===== config.mk =====
export PLATFORM = sky130hd
export DESIGN_NAME = fbWatch
export DESIGN_NICKNAME = d
export VERILOG_FILES = /design/src/rtl/fbWatch_pkg.sv /design/src/rtl/fbWatch_ctrl.sv /design/src/rtl/fbWatch_dp.sv /design/src/rtl/fbWatch.sv
export SDC_FILE = /design/constraint.sdc
export NUM_CORES = 1
export LEC_CHECK = 0
export ABC_AREA = 1
export BUFFER_PORTS_ARGS = -buffer_cell sky130_fd_sc_hd__buf_4
export CORE_UTILIZATION = 30
export DETAILED_ROUTE_END_ITERATION = 12
export PLACE_DENSITY = 0.61
export SLEW_MARGIN = 20
export SYNTH_ARGS = -nofsm -noshare
export SYNTH_HDL_FRONTEND = slang
export SYNTH_HIERARCHICAL = 1
export SYNTH_SLANG_ARGS = --single-unit
export TNS_END_PERCENT = 5

===== constraint.sdc =====
create_clock -name clk -period 4.8 [get_ports clk]
set_input_delay 0.96 -clock clk [delete_from_list [all_inputs] [get_ports clk]]
set_output_delay 0.96 -clock clk [all_outputs]
set_load 0.01 [all_outputs]

===== src/rtl/fbWatch_pkg.sv =====
package fbWatch_pkg;
  // Strobes from the control decoder to the datapath
  typedef struct packed {
    logic ramWrite;  // aligned, legal store into the RAM region
    logic clearReq;  // display side finished a frame
    logic loadHi;    // load base bits [15:8]
    logic loadLo;    // load base bits [7:0]
  } ctlStrobe_t;

  localparam logic [1:0] SZ_BYTE = 2'd0;
  localparam logic [1:0] SZ_HALF = 2'd1;
  localparam logic [1:0] SZ_WORD = 2'd2;
endpackage


===== src/rtl/fbWatch_ctrl.sv =====
module fbWatch_ctrl
  import fbWatch_pkg::*;
#(
  parameter int ADDR_W   = 24,
  parameter int OFF_W    = 20,
  parameter logic [ADDR_W-1:0] RAM_BASE = 24'h700000
) (
  input  logic              wrEn,
  input  logic [ADDR_W-1:0] wrAddr,
  input  logic [1:0]        wrSize,
  input  logic              baseWrEn,
  input  logic              baseWrSel,
  input  logic              frameAck,
  output ctlStrobe_t        strobe
);
  localparam int TAG_W = ADDR_W - OFF_W;
  localparam logic [TAG_W-1:0] RAM_TAG = RAM_BASE[ADDR_W-1:OFF_W];

  logic inRam;
  logic aligned;

  assign inRam = (wrAddr[ADDR_W-1:OFF_W] == RAM_TAG);

  always_comb begin
    unique case (wrSize)
      SZ_BYTE: aligned = 1'b1;
      SZ_HALF: aligned = ~wrAddr[0];
      SZ_WORD: aligned = (wrAddr[1:0] == 2'b00);
      default: aligned = 1'b0;
    endcase
  end

  always_comb begin
    strobe.ramWrite = wrEn & inRam & aligned;
    strobe.clearReq = frameAck;
    strobe.loadHi   = baseWrEn & ~baseWrSel;
    strobe.loadLo   = baseWrEn & baseWrSel;
  end
endmodule


===== src/rtl/fbWatch_dp.sv =====
module fbWatch_dp
  import fbWatch_pkg::*;
#(
  parameter int OFF_W   = 20,
  parameter int BASE_W  = 16,
  parameter int SHIFT   = 2,
  parameter int WIN_LEN = 'h19000
) (
  input  logic             clk,
  input  logic             rstN,
  input  ctlStrobe_t       strobe,
  input  logic [OFF_W-1:0] wrOff,
  input  logic [7:0]       baseWrData,
  output logic             dirty,
  output logic [OFF_W-1:0] winStart,
  output logic [OFF_W-1:0] winEnd
);
  localparam int HALF_W = BASE_W / 2;

  logic [BASE_W-1:0] baseReg;
  logic              inWin;

  always_ff @(posedge clk) begin
    if (!rstN) begin
      baseReg <= '0;
    end else begin
      if (strobe.loadHi) baseReg[BASE_W-1:HALF_W] <= baseWrData[HALF_W-1:0];
      if (strobe.loadLo) baseReg[HALF_W-1:0]      <= baseWrData[HALF_W-1:0];
    end
  end

  assign winStart = OFF_W'({baseReg, {SHIFT{1'b0}}});
  assign winEnd   = winStart + OFF_W'(WIN_LEN);
  assign inWin    = (wrOff >= winStart) && (wrOff < winEnd);

  // set has priority over clear
  always_ff @(posedge clk) begin
    if (!rstN)                        dirty <= 1'b0;
    else if (strobe.ramWrite && inWin) dirty <= 1'b1;
    else if (strobe.clearReq)          dirty <= 1'b0;
  end
endmodule


===== src/rtl/fbWatch.sv =====
module fbWatch
  import fbWatch_pkg::*;
#(
  parameter int ADDR_W  = 24,
  parameter int OFF_W   = 20,
  parameter int BASE_W  = 16,
  parameter int SHIFT   = 2,
  parameter int WIN_LEN = 'h19000,
  parameter logic [ADDR_W-1:0] RAM_BASE = 24'h700000
) (
  input  logic              clk,
  input  logic              rstN,
  input  logic              wrEn,
  input  logic [ADDR_W-1:0] wrAddr,
  input  logic [1:0]        wrSize,
  input  logic              baseWrEn,
  input  logic              baseWrSel,
  input  logic [7:0]        baseWrData,
  input  logic              frameAck,
  output logic              dirty,
  output logic [OFF_W-1:0]  winStart,
  output logic [OFF_W-1:0]  winEnd
);
  ctlStrobe_t strobe;

  fbWatch_ctrl #(.ADDR_W(ADDR_W), .OFF_W(OFF_W), .RAM_BASE(RAM_BASE)) ctrl_i (
    .wrEn(wrEn), .wrAddr(wrAddr), .wrSize(wrSize),
    .baseWrEn(baseWrEn), .baseWrSel(baseWrSel), .frameAck(frameAck),
    .strobe(strobe)
  );

  fbWatch_dp #(.OFF_W(OFF_W), .BASE_W(BASE_W), .SHIFT(SHIFT), .WIN_LEN(WIN_LEN)) dp_i (
    .clk(clk), .rstN(rstN), .strobe(strobe), .wrOff(wrAddr[OFF_W-1:0]),
    .baseWrData(baseWrData), .dirty(dirty), .winStart(winStart), .winEnd(winEnd)
  );
endmodule


==> results.txt <==
Status: completed
Synth area leaders: dfxtp_1 22%, ha_1 19%, inv_1 12%, nand2_1 12%, buf_4 8.8%
Multi-input combinational cell area: 892 sq um
Final nets: 358
Congestion Overflow GR: 0
Commonest cells post-synth: 49 x inv_1, 48 x nand2_1, 24 x ha_1, 23 x a21oi_1, 18 x buf_4
Synthesis-to-finish area growth: 35.9%
Number of warning messages in the yosys log: 6
R2r setup slk: 2860 ps
Largest family of logic cells by synthesized area: buffers and inverters
Diodes inserted: 0
Clk_skew: 1.55 ps
Met3 global-route usage: 2.74%
Final min period: 2270 ps
EDFF count, synth: 0
Seq cells post-synth: 17
Routed vias: 1514
DIE AREA: 5420 sq um
Post-synthesis adder-cell area fraction: 19.5%
Setup CP Type: reg2out
CTS HTree Levels: 1
Root buf cell: clkbuf_8
Worst Setup End Kind: primary output
Post-CTS setup buffers: 0
Cell area power density: 202 nW/um^2
Post-synthesis compound-gate area fraction: 13.8%
Setup TNS: 0 ps
Synth area leader: dfxtp_1
Tcrit/Tclk final: 47.2%
Multiplexer area fraction after synthesis: 0%
Post-CTS Hold Buffers: 0
Sequential cell area: 340 sq um
ANT nets after route: 0
DRT Wirelength: 3660 um
Worst Path Max Fanout: 5
Share of cells above drive strength 1: 29.7%
CTS tree: yes
Largest net degree at the start of global routing: 18
Hold Violations, Final: 0
DRC violation count after routing: 0
Count leader, synth: inv_1
Tot Pwr: 422 uW
Worst min path class: reg2reg
Starting Density: 32.0%
Initial antenna violation count: 0
First-pass iteration count of the detailed router: 4
Core area: 4820 sq um
Top cell type's share of synthesized area: 22.1%
Unrepaired setup endpoints after global routing: no
RePlAce Congestion: 0.787
F_max: 441 MHz
GRT Total Usage: 14.1%
Synthesized cell area: 1540 sq um
Clock sink total: 17
Rows: 25
Post-synth top flop: dfxtp_1
Met1 Track Usage GR: 19.1%
Fin util: 43.5%
CP arrival: 1310 ps
Post-Synth Simple-Gate Area: 21.2%
Clock buffer depth: 2
Global-route wire length before repair: 5970 um
Seq/Total Area, Yosys: 22.1%
Xor and xnor area share after synthesis: 1.71%
Die Wd: 73.7 um
CTS resizes: 0
Clock transition at the registers of the reported paths: 60 ps
Number of CTS-inserted buffers: 3
Max Cap Viol: 0
Lkg Pwr: 0.00115 uW
I/O pin cnt: 81
Crit start category: register
Asr flop ratio synth: 0%
VDD IR max: 0.000122 V
GR peak layer: met2
PortBufs: 73
Setup Viol. Count Final: 0
Post-synthesis cell type count: 19
DR vias/cell: 4.21
Detailed Route Iter0 Violations: 26
Fillers: 518
Final slew viol count: 0
Clock Latency Late Sink: 250 ps
Avg Inst Size Synth: 6.67 sq um
Die Y: 73.7 um
Syn Inst Count: 231
Drt wl/cell: 10.2 um
Vias in the first global route: 1387
Required @ worst endpoint: 3840 ps
GR Util met2: 22.6%
HPWL Detailed: 3170 um
flip-flops by register name (all words and copies together), names as in the netlist:
signal,flops
dp_i/dirty,1
dp_i/baseReg,16
worst max-delay path, cell delays in order (launching register included):
cell	delay [ps]
dfxtp_1	410
ha_1	200
nand2_1	90
nand2_1	100
nand2_1	80
inv_1	60
buf_4	110
layout by cell type, fill, tap and decap left out:
master,count
nand3b_1,1
xor2_1,3
nand3_1,7
nand2_2,1
o21ai_0,16
clkbuf_1,1
conb_1,7
clkbuf_8,3
nor2_1,10
a21oi_2,2
dfxtp_1,17
nor2_2,6
a21oi_1,23
nand3_2,1
nand2_1,48
nor3b_2,1
ha_1,24
inv_1,49
buf_4,73
metrics by stage:
stage | hold WS [ps] | cell area (sq um) | cells | worst slack [ps]
floorplan | 498 | 1560 | 237 | 2870
global placement | 488 | 2050 | 356 | 2640
detailed placement | 478 | 2050 | 356 | 2630
CTS | 492 | 2090 | 360 | 2500
global route | 514 | 2090 | 360 | 2430
finish | 490 | 2090 | 360 | 2530
kinds of logic (layout without fill, tap and decap cells):
logic type	after synthesis	count (layout)
DFF	17	17
adders and majority gates	24	24
xor gates and xnor gates	3	3
other	1	7
AOI/OAI and AO/OA	41	41
buffers and inverters	70	126
and+or+nand+nor	75	75
power breakdown:
| group | internal (uW) | leakage (uW) | switching, uW | total [uW] |
|---|---|---|---|---|
| logic | 76.4 | 0.000984 | 80.4 | 157 |
| clock network | 58.9 | 0.0000228 | 47.8 | 107 |
| registers | 150 | 0.000140 | 8.33 | 159 |
| total | 286 | 0.00115 | 137 | 422 |
metal layers:
layer / wire [um] / vias up
met3: 268 / 3
met5: 0 / -
met4: 31 / 0
met2: 1570 / 52
li1: - / 821
met1: 1800 / 638
worst paths after layout:
path | startpoint | endpoint | cells after the start
max reg2reg | dp_i/baseReg[10] | dp_i/dirty | 14
max | dp_i/baseReg[10] | winEnd[18] | 6
min reg2reg | dp_i/dirty | dp_i/dirty | 2
min | dp_i/dirty | dp_i/dirty | 2
cell type report:
class	instances	area share, %
Tap cell	67	4.00
Inverter	49	8.79
Clock buffer	4	2.15
Multi-Input combinational cell	150	42.6
Timing Repair Buffer	73	26.2
Sequential cell	17	16.3
Power figures use the tool's default switching activity.
